File: src/rtl/rtc_pkg.sv
// Shared constants and encoding helpers for the real-time clock calendar engine.
// Assumes every field value fits in 7 bits once decoded (0..127).
package rtc_pkg;

    localparam int NFIELD   = 8;
    localparam int SEC_IDX  = 0;
    localparam int MIN_IDX  = 1;
    localparam int HOUR_IDX = 2;
    localparam int WDAY_IDX = 3;
    localparam int MDAY_IDX = 4;
    localparam int MON_IDX  = 5;
    localparam int YEAR_IDX = 6;
    localparam int CENT_IDX = 7;
    localparam logic [3:0] CTL_ADDR = 4'd8;

    // Lowest legal value per field (index 7 down to 0).
    localparam logic [NFIELD-1:0][6:0] FLD_LO =
        {7'd0, 7'd0, 7'd1, 7'd1, 7'd1, 7'd0, 7'd0, 7'd0};
    // Highest legal value per field; the day-of-month entry is replaced by month length.
    localparam logic [NFIELD-1:0][6:0] FLD_HI =
        {7'd99, 7'd99, 7'd12, 7'd31, 7'd7, 7'd23, 7'd59, 7'd59};
    // Values loaded at reset.
    localparam logic [NFIELD-1:0][7:0] FLD_RST =
        {8'h20, 8'h00, 8'h01, 8'h01, 8'h01, 8'h00, 8'h00, 8'h00};

    // Turn a stored byte into its numeric value under the selected encoding.
    function automatic logic [6:0] dec_val(input logic [7:0] v, input logic bin);
        if (bin) return v[6:0];
        return 7'(v[7:4]) * 7'd10 + 7'(v[3:0]);
    endfunction

    // Turn a numeric value into a stored byte under the selected encoding.
    function automatic logic [7:0] enc_val(input logic [6:0] n, input logic bin);
        if (bin) return {1'b0, n};
        return {4'(n / 7'd10), 4'(n % 7'd10)};
    endfunction

endpackage

File: src/rtl/rtc_field_step.sv
// One counter stage of the carry chain: on carry-in it advances the field by one,
// or wraps it to lo when it has reached hi (any larger value also wraps).
// Assumes lo and hi are numeric values (not encoded).
module rtc_field_step
    import rtc_pkg::*;
(
    input  logic [7:0] cur,
    input  logic [6:0] lo,
    input  logic [6:0] hi,
    input  logic       bin_mode,
    input  logic       cin,
    output logic [7:0] nxt,
    output logic       cout
);
    logic [6:0] val;

    // Decode, compare against the limit, increment or wrap, and re-encode.
    always_comb begin
        val  = dec_val(cur, bin_mode);
        cout = cin && (val >= hi);
        if (!cin)
            nxt = cur;
        else if (val >= hi)
            nxt = enc_val(lo, bin_mode);
        else
            nxt = enc_val(val + 7'd1, bin_mode);
    end
endmodule

File: src/rtl/rtc_hour_step.sv
// Hour stage of the carry chain, in 24-hour (0..23) or 12-hour (1..12 with PM in bit 7) form.
// In 12-hour form, 11 goes to 12 and toggles PM; the day carry fires on 11 PM -> 12 AM.
module rtc_hour_step
    import rtc_pkg::*;
(
    input  logic [7:0] cur,
    input  logic       h24,
    input  logic       bin_mode,
    input  logic       cin,
    output logic [7:0] nxt,
    output logic       cout
);
    logic [6:0] val;
    logic       pm;
    logic [7:0] enc;

    // Work out the next hour byte and the day carry for both hour formats.
    always_comb begin
        pm   = cur[7];
        nxt  = cur;
        cout = 1'b0;
        enc  = 8'h00;
        if (h24) begin
            val = dec_val(cur, bin_mode);
            if (cin) begin
                if (val >= 7'd23) begin
                    nxt  = enc_val(7'd0, bin_mode);
                    cout = 1'b1;
                end else begin
                    nxt = enc_val(val + 7'd1, bin_mode);
                end
            end
        end else begin
            val = dec_val({1'b0, cur[6:0]}, bin_mode);
            if (cin) begin
                if (val == 7'd11) begin
                    enc  = enc_val(7'd12, bin_mode);
                    nxt  = {~pm, enc[6:0]};
                    cout = pm;
                end else if (val >= 7'd12) begin
                    enc = enc_val(7'd1, bin_mode);
                    nxt = {pm, enc[6:0]};
                end else begin
                    enc = enc_val(val + 7'd1, bin_mode);
                    nxt = {pm, enc[6:0]};
                end
            end
        end
    end
endmodule

File: src/rtl/rtc_month_len.sv
// Number of days in a month, with the leap rule: the year is divisible by 4,
// and a century year (year byte 0) only when the century is divisible by 4.
// Inputs are numeric values.
module rtc_month_len (
    input  logic [6:0] mon,
    input  logic [6:0] yr,
    input  logic [6:0] cen,
    output logic [6:0] days
);
    logic leap;

    // Pick the month length from the month number and the leap test.
    always_comb begin
        leap = ((yr % 7'd4) == 7'd0) && ((yr != 7'd0) || ((cen % 7'd4) == 7'd0));
        case (mon)
            7'd2:                       days = leap ? 7'd29 : 7'd28;
            7'd4, 7'd6, 7'd9, 7'd11:    days = 7'd30;
            default:                    days = 7'd31;
        endcase
    end
endmodule

File: src/rtl/rtc_upd_seq.sv
// Update-cycle sequencer: an accepted tick loads a down-counter that holds busy for
// UPD_CYCLES clocks; the commit pulse fires on the last of them unless frozen.
// Assumes UPD_CYCLES >= 1. Ticks that arrive while busy are dropped.
module rtc_upd_seq #(
    parameter int UPD_CYCLES = 4
) (
    input  logic clk,
    input  logic rst_n,
    input  logic tick,
    input  logic freeze,
    output logic busy,
    output logic commit
);
    localparam int CW = $clog2(UPD_CYCLES + 1);

    logic [CW-1:0] cnt;

    // Load the window on an accepted tick, then count down to idle.
    always_ff @(posedge clk) begin
        if (!rst_n)
            cnt <= '0;
        else if (tick && !freeze && (cnt == '0))
            cnt <= CW'(UPD_CYCLES);
        else if (cnt != '0)
            cnt <= cnt - CW'(1);
    end

    assign busy   = (cnt != '0);
    assign commit = (cnt == CW'(1)) && !freeze;
endmodule

File: src/rtl/rtc_cal_engine.sv
// Real-time clock calendar engine: the field and control registers, the host
// register port, and the carry chain that advances the time by one second per
// update cycle. Assumes ticks are one-cycle pulses.
module rtc_cal_engine
    import rtc_pkg::*;
#(
    parameter int UPD_CYCLES = 4
) (
    input  logic       clk,
    input  logic       rst_n,
    input  logic       tick_1hz,
    input  logic       bus_we,
    input  logic [3:0] bus_addr,
    input  logic [7:0] bus_wdata,
    output logic [7:0] bus_rdata,
    output logic       busy
);
    logic [NFIELD-1:0][7:0] fld_q;
    logic [NFIELD-1:0][7:0] fld_nx;
    logic [2:0]             ctl_q;     // [0] freeze, [1] binary, [2] 24-hour
    logic [NFIELD-1:0]      cin_v;
    logic [NFIELD-1:0]      cout_v;
    logic [6:0]             mlen;
    logic                   commit;
    logic                   unused_carry;

    rtc_upd_seq #(.UPD_CYCLES(UPD_CYCLES)) u_seq (
        .clk    (clk),
        .rst_n  (rst_n),
        .tick   (tick_1hz),
        .freeze (ctl_q[0]),
        .busy   (busy),
        .commit (commit)
    );

    rtc_month_len u_mlen (
        .mon  (dec_val(fld_q[MON_IDX],  ctl_q[1])),
        .yr   (dec_val(fld_q[YEAR_IDX], ctl_q[1])),
        .cen  (dec_val(fld_q[CENT_IDX], ctl_q[1])),
        .days (mlen)
    );

    // Carry routing: seconds -> minutes -> hours -> {weekday, day} ; day -> month -> year -> century.
    assign cin_v = {cout_v[YEAR_IDX], cout_v[MON_IDX], cout_v[MDAY_IDX],
                    cout_v[HOUR_IDX], cout_v[HOUR_IDX], cout_v[MIN_IDX],
                    cout_v[SEC_IDX], 1'b1};
    assign unused_carry = cout_v[WDAY_IDX] | cout_v[CENT_IDX];

    for (genvar i = 0; i < NFIELD; i++) begin : g_fld
        if (i == HOUR_IDX) begin : g_hour
            rtc_hour_step u_step (
                .cur      (fld_q[i]),
                .h24      (ctl_q[2]),
                .bin_mode (ctl_q[1]),
                .cin      (cin_v[i]),
                .nxt      (fld_nx[i]),
                .cout     (cout_v[i])
            );
        end else begin : g_cnt
            logic [6:0] hi_i;
            assign hi_i = (i == MDAY_IDX) ? mlen : FLD_HI[i];
            rtc_field_step u_step (
                .cur      (fld_q[i]),
                .lo       (FLD_LO[i]),
                .hi       (hi_i),
                .bin_mode (ctl_q[1]),
                .cin      (cin_v[i]),
                .nxt      (fld_nx[i]),
                .cout     (cout_v[i])
            );
        end
    end

    // Field registers: the update commit wins; host writes land only while idle.
    always_ff @(posedge clk) begin
        if (!rst_n)
            fld_q <= FLD_RST;
        else if (commit)
            fld_q <= fld_nx;
        else if (bus_we && !busy && !bus_addr[3])
            fld_q[bus_addr[2:0]] <= bus_wdata;
    end

    // Control register: host writes are accepted at any time.
    always_ff @(posedge clk) begin
        if (!rst_n)
            ctl_q <= 3'b100;
        else if (bus_we && (bus_addr == CTL_ADDR))
            ctl_q <= bus_wdata[2:0];
    end

    // Read mux over the field and control registers.
    always_comb begin
        if (!bus_addr[3])
            bus_rdata = fld_q[bus_addr[2:0]];
        else if (bus_addr == CTL_ADDR)
            bus_rdata = {5'b0, ctl_q};
        else
            bus_rdata = 8'h00;
    end
endmodule

File: config.mk
export PLATFORM = sky130hd
export DESIGN_NAME = rtc_cal_engine
export DESIGN_NICKNAME = d
export VERILOG_FILES = /design/src/rtl/rtc_pkg.sv /design/src/rtl/rtc_field_step.sv /design/src/rtl/rtc_hour_step.sv /design/src/rtl/rtc_month_len.sv /design/src/rtl/rtc_upd_seq.sv /design/src/rtl/rtc_cal_engine.sv
export SDC_FILE = /design/constraint.sdc
export NUM_CORES = 1
export LEC_CHECK = 0
export BUFFER_PORTS_ARGS = -buffer_cell sky130_fd_sc_hd__buf_2
export CORE_MARGIN = 1
export CORE_UTILIZATION = 35
export DETAILED_ROUTE_END_ITERATION = 16
export GPL_TIMING_DRIVEN = 0
export PLACE_DENSITY_LB_ADDON = 0.12
export SYNTH_ARGS = -nofsm -noshare
export SYNTH_HDL_FRONTEND = slang
export SYNTH_SLANG_ARGS = --single-unit
File: constraint.sdc
create_clock -name clk -period 6.2 [get_ports clk]
set_input_delay 1.55 -clock clk [delete_from_list [all_inputs] [get_ports clk]]
set_output_delay 1.55 -clock clk [all_outputs]
set_load 0.005 [all_outputs]
# After elaboration in Yosys (flattened, before gate mapping)
# Cells that the tools add are included.
# word_totals
ff_bits	70
wordCells	251
# classes
add_sub_neg	19
multipliers	9
div	18
n_lt_le_gt_ge	11
n_eq_ne	15
n_mux	133
bitwise	2
n_reduce_logical	32
# ops
operator	count
8-bit 2-to-1 mux	47
7-bit 2-to-1 mux	25
64-bit 2-to-1 mux	2
64-bit bitwise mux	1
7-bit by 1-bit adder with 7-bit output (second input constant)	9
7-bit by 4-bit adder with 7-bit output	9
7-bit by 4-bit divider with 7-bit output (second input constant)	9
7-bit by 4-bit modulo with 7-bit output (second input constant)	9
1-bit 2-to-1 mux	52
4-bit by 3-bit multiplier with 6-bit output (second input constant)	8
8-bit binary-select mux with 3-bit select	1
8-bit demux with 3-bit select	1
7-bit by 4-bit == test with 1-bit output (second input constant)	3
7-bit by 3-bit == test with 1-bit output (second input constant)	2
7-bit by 4-bit >= comparator with 1-bit output (second input constant)	2
7-bit by 6-bit >= comparator with 1-bit output (second input constant)	2
7-bit >= comparator (second input constant)	2
7-bit zero test	2
7-bit case mux with 2 select lines	1
1-bit logical AND	12
2-bit by 1-bit != test with 1-bit output (second input constant)	6
2-bit AND reduction	6
3-bit 2-to-1 mux	3
7-bit by 2-bit == test with 1-bit output (second input constant)	1
20 further kinds	24

# Logic depth before layout (Yosys ltp)
# logic_depth
ltp_word	17
mapped_depth	28
depth_no_buf	21

# By module
# From an unflattened synthesis, not the netlist that was laid out.
# hier_totals
hier_cells	2897
hier_area_um2	20966.4
# by_module_without_submodules
module	n_inst	cells_each	area_per_inst_um2
rtc_field_step at g_fld[0].g_cnt.u_step ...	6	301	2059.5
rtc_cal_engine	1	492	4401.7
rtc_hour_step	1	292	2023.2
rtc_field_step at g_fld[7].g_cnt.u_step	1	267	1854.3
rtc_upd_seq	1	22	203.9
rtc_month_len	1	18	126.4

# Least setup slack after synthesis
# OpenSTA, ideal clock, no wires.
# synth_path
path_type	register -> register
startpoint	reg ctl_q[1]
endpoint	reg fld_q[17] in the netlist's numbering
setup_ns	0.074
arrival_time_ns	5.155
t_required_ns	6.126
slack_ns	0.971
path_stages_with_launch	28
n_path_buf	11
synth_period_minus_slack_ns	5.229
path_cell_list	dfxtp_1 > buf_6 > buf_8 > buf_6 > buf_6 > buf_6 > buf_2 > buf_2 > buf_2 > buf_1 > buf_1 > nand2_1 > o21ai_0 > ha_1 > inv_1 > a211oi_1 > nand3_1 > o211ai_1 > and2_1 > clkbuf_1 > a41o_1 > and3b_1 > ha_1 > a311oi_1 > a211oi_2 > or3_1 > a21bo_2 > a31oi_1
# synth_via
elab_chain_len	12
# synth_lines
item	line	text
from (decl)	rtc_cal_engine.sv:20	logic [2:0] ctl_q;
from (signal assigned)	rtc_cal_engine.sv:89	ctl_q <= bus_wdata[2:0];
1-bit 2-to-1 mux (*)	rtc_pkg.sv:28, rtc_pkg.sv:34	
1-bit 2-to-1 mux	rtc_hour_step.sv:23	if (h24) begin
7-bit 2-to-1 mux	rtc_pkg.sv:29	return 7'(v[7:4]) * 7'd10 + 7'(v[3:0]);
7-bit 2-to-1 mux	rtc_hour_step.sv:23	
7-bit by 1-bit adder with 7-bit output	rtc_hour_step.sv:44	enc = enc_val(val + 7'd1, bin_mode);
7-bit by 4-bit modulo with 7-bit output / 7-bit 2-to-1 mux (equally long branches)	rtc_pkg.sv:35, rtc_pkg.sv:34	
7-bit 2-to-1 mux	rtc_pkg.sv:35	return {4'(n / 7'd10), 4'(n % 7'd10)};
7-bit 2-to-1 mux	rtc_hour_step.sv:40	end else if (val >= 7'd12) begin
8-bit 2-to-1 mux	rtc_hour_step.sv:36	if (val == 7'd11) begin
8-bit 2-to-1 mux	rtc_hour_step.sv:35	if (cin) begin
8-bit 2-to-1 mux	rtc_hour_step.sv:23	
64-bit 2-to-1 mux	rtc_cal_engine.sv:78	else if (commit)
to (signal assigned)	rtc_cal_engine.sv:79	fld_q <= fld_nx;
to (signal, indexed assignment)	rtc_cal_engine.sv:81	fld_q[bus_addr[2:0]] <= bus_wdata;
to (decl)	rtc_cal_engine.sv:18	logic [NFIELD-1:0][7:0] fld_q;
# Every way passes the cells marked *; elsewhere a longest branch is shown, timed or not. The select of a mux whose other input is x is not followed.
# A chain may end at the register's enable or synchronous reset.

# Final worst setup path
# layout_path
startpoint	reg ctl_q[1]
endpoint	reg fld_q[26] in the netlist's numbering
# layout_via
elab_chain_len	10
# layout_lines
item	line
1-bit 2-to-1 mux (*)	rtc_pkg.sv:28, rtc_pkg.sv:34
branches (longest 9 deep; another with 7-bit by 1-bit adder with 7-bit output)	--
# Mark *: on every way between the ends. The select of a mux whose other input is x is not followed.

==> summary.txt <==
Clock network
  – H-tree levels: 3
  – CTS tree: built
  – Max Root-Sink Buffers: 2
  – Clock-pin slew on the worst setup and hold paths: 0.07 ns
  – Post-CTS Hold Buffers: 0
  – TritonCTS Buffers: 9
  – Clock tree sinks: 70
  – Root buffer cell: clkbuf_16
  – Worst-Skew Late Latency: 0.35 ns

STA
  – Hold Fails Final Rpt: 0
  – Slew HR: a little over a fifth
  – Fmax: approximately 0.17 GHz
  – Worst Slack Setup Final: 0.318 ns
  – Worst Max-Slew Pin Slew: 1.17 ns
  – Final min period: 5.88 ns
  – Count of final max-slew check failures: 0
  – Final Cycle Share: 94.9%
  – Final setup viols: 0
  – Clk_skew: 0.00744 ns

Drt
  – DR pass1 iterations: 8
  – Drt via density: 6.38
  – Wire per inst: between 20 and 25 um
  – Vias: 14000
  – DRC: 0
  – Final ANT Viol Nets: 0
  – DRT Wirelength: 50100 um
  – Initial drt markers: 1328

Layout
  – Fin area: 0.0136 sq mm
  – Layout cells sized above 1: 9.48%
  – Commonest non-fill, non-tap cells in the layout: 162 x nand2_1, 113 x a21oi_1, 108 x o21ai_0
  – Final net count: 1858
  – Layout area overhead: 9.38%
  – N_diodes: 0
  – Most common cell after layout, fill and taps aside: nand2_1

Logic synthesis
  – Ys Warns: 0
  – Register area share after synthesis: 11.3%
  – Post-Synthesis Cells: 1699
  – Syn Std Cell Area: about 0.012 sq mm
  – Syn Nets: 1821
  – Synth cell types: 104
  – Synthesized flop and latch total: 70
  – Async set-or-reset flop fraction in the synthesized netlist: 0%
  – Top FF cell, synth: dfxtp_1
  – Post-synth EDFFs: 0
  – Syn_area_per_cell: 7.31 sq um

Setup path
  – Buf+Inv Stages, Crit Path: 10
  – Crit end category: flop
  – Worst EP arrival: between 6 and 7 ns
  – R2R cell count: 24
  – Most frequent CP cell: buf_6
  – Max incr delay on CP: 0.41 ns
  – CP required: 6.43 ns
  – Worst path cell trace: buf_6 -> buf_8 -> buf_6 -> buf_6 -> buf_12 -> buf_6 -> buf_4 -> buf_4 -> buf_6 -> mux2_2 -> ha_1 -> nand2b_4 -> nor2_1 -> mux2i_1 -> o2bb2ai_1 -> o21bai_1 -> a211oi_2 -> ha_1 -> inv_1 -> a222oi_1 -> o221ai_1 -> o21ba_2 -> o2111ai_1 -> a21boi_1
  – Worst setup path class: flop to flop
  – Crit path launch type: flop
  – Critical path's top delay family: buffers and inverters
  – CP max FO: 19
  – Critical R2R Capture: fld_q[26]
  – R2r startpoint: ctl_q[1]
  – CP max-delay cell: o2bb2ai_1
  – Reg2Reg Setup Slack: around 0.32 ns

Worst hold path
  – Worst Hold Class: flop to flop
  – HP Start: u_seq.cnt[1]
  – Depth of the worst hold-timing path: 2
  – Hold Crit Endpoint: u_seq.cnt[1]

Floorplanning
  – Die area: 0.0363 sq mm
  – Initial Utilization: 35.8%
  – Die Y: 190 um
  – Num rows: 68
  – Num ports: 25
  – Die X-Extent: 190 um
  – Core Region: 0.0347 sq mm

Pwr
  – Total power: 3.02 mW
  – VDD IR max: 251 uV
  – Pwr/cell area: 222 mW/mm^2
  – Leak: 5.26 nW

Placement
  – Post-DP HPWL: around 38000 um
  – Pre-CTS setup slack: -1.78 ns
  – DP Area: approximately 0.013 sq mm
  – IO buf count: 24
  – Routability cong.: 0.962

Global route
  – Global route total overflow: 0
  – First-pass GRT wire length: 77300 um
  – Largest net degree at the start of global routing: 20
  – Initial antenna violation count: 0
  – Total track usage: 27.4%
  – Number of global-route vias before repair: 12800

Job
  – Max-Cap Viols: 0

Status
  – Outcome: completed
## where the power goes
part,switching (mW),internal [mW]
Clock,0.240,0.359
Combinational,1.18,0.654
Sequential,0.0937,0.494
Total,1.52,1.51
## tightest hold or removal path: stages (launching register included)
cell,delay (ns)
dfxtp_1,0.31
nand2_1,0.04
a21boi_0,0.06
## registers in the layout, indices dropped and copies added, names as in the netlist
register	count
fld_q	64
u_seq.cnt	3
ctl_q	3
## stage by stage
stage	setup TNS (ns)	instances	hold slack, ns	util, %
after floorplan	0	1699	0.443	-
after CTS	0	2193	0.470	38.9
after detailed placement	-43.09	2178	0.462	37.8
after global placement	-45.20	2178	0.460	37.8
after global routing	-0.00301	2196	0.521	39.2
final	0	2196	0.464	39.2
## area by class of cell
type	count	area, sq um
Fill cell	3730	21100
Sequential cell	70	1400
Clock inverter	7	105
Tap cell	455	569
Inverter	50	188
Clock buffer	9	225
Multi-Input combinational cell	1480	10400
Buffer	97	507
Timing Repair Buffer	28	150
## worst max-delay path by stage
stage	end	slack, ns	from	cells after the start
final	fld_q[26]	0.32	ctl_q[1]	24
after global routing	fld_q[20]	-0.003	ctl_q[1]	26
after CTS	fld_q[17]	0.01	ctl_q[1]	25
after detailed placement	fld_q[20]	-1.78	ctl_q[1]	26
after global placement	fld_q[20]	-1.79	ctl_q[1]	26
after floorplan	fld_q[17]	0.97	ctl_q[1]	27
## logic make-up after synthesis
family / count (synthesis) / share of synthesized area (%)
AO/OA/AOI/OAI: 645 / 37.1
XOR/XNOR: 72 / 5.08
adder cells (fa/ha/maj): 106 / 11.6
buffers and inverters: 149 / 5.27
flip-flops: 70 / 11.3
multiplexers: 56 / 4.65
AND/OR/NAND/NOR: 601 / 24.9
## synthesized netlist by cell type, types with 20 or more instances
cell type | n | area share (%)
clkbuf_1 | 56 | 1.7
a211oi_1 | 20 | 1.2
ha_1 | 90 | 9.1
and2_1 | 30 | 1.5
o211a_1 | 20 | 1.6
xnor2_1 | 45 | 3.2
a21o_1 | 21 | 1.3
mux2i_1 | 42 | 3.4
dfxtp_1 | 70 | 11
nor2b_1 | 22 | 1.1
nand3_1 | 60 | 2.4
nor2_1 | 97 | 2.9
nor3_1 | 48 | 1.9
a21oi_1 | 113 | 4.6
xor2_1 | 27 | 1.9
a22oi_1 | 26 | 1.6
a31oi_1 | 45 | 2.3
and3_1 | 22 | 1.1
or3_1 | 27 | 1.4
inv_1 | 49 | 1.5
o21ai_0 | 108 | 4.4
o211ai_1 | 30 | 1.8
nand2b_1 | 25 | 1.3
nand2_1 | 163 | 4.9
buf_2 | 25 | 1.0
## timing repair
action,in CTS,in global routing
pin swaps,0,3
endpoints found under the hold margin,0,0
gates resized for setup,25,20
endpoints found under the setup margin,46,34
setup buffers,0,4
## metal layers
metal  global-route usage (%)  vias up  wire length, um
met2                     43.3      486            22200
met3                     3.20       81             2950
met5                        0        -                0
li1                         -     6646                -
met1                     38.7     6790            23500
met4                     8.00        0             1420
(Power assumes the default switching activity.)
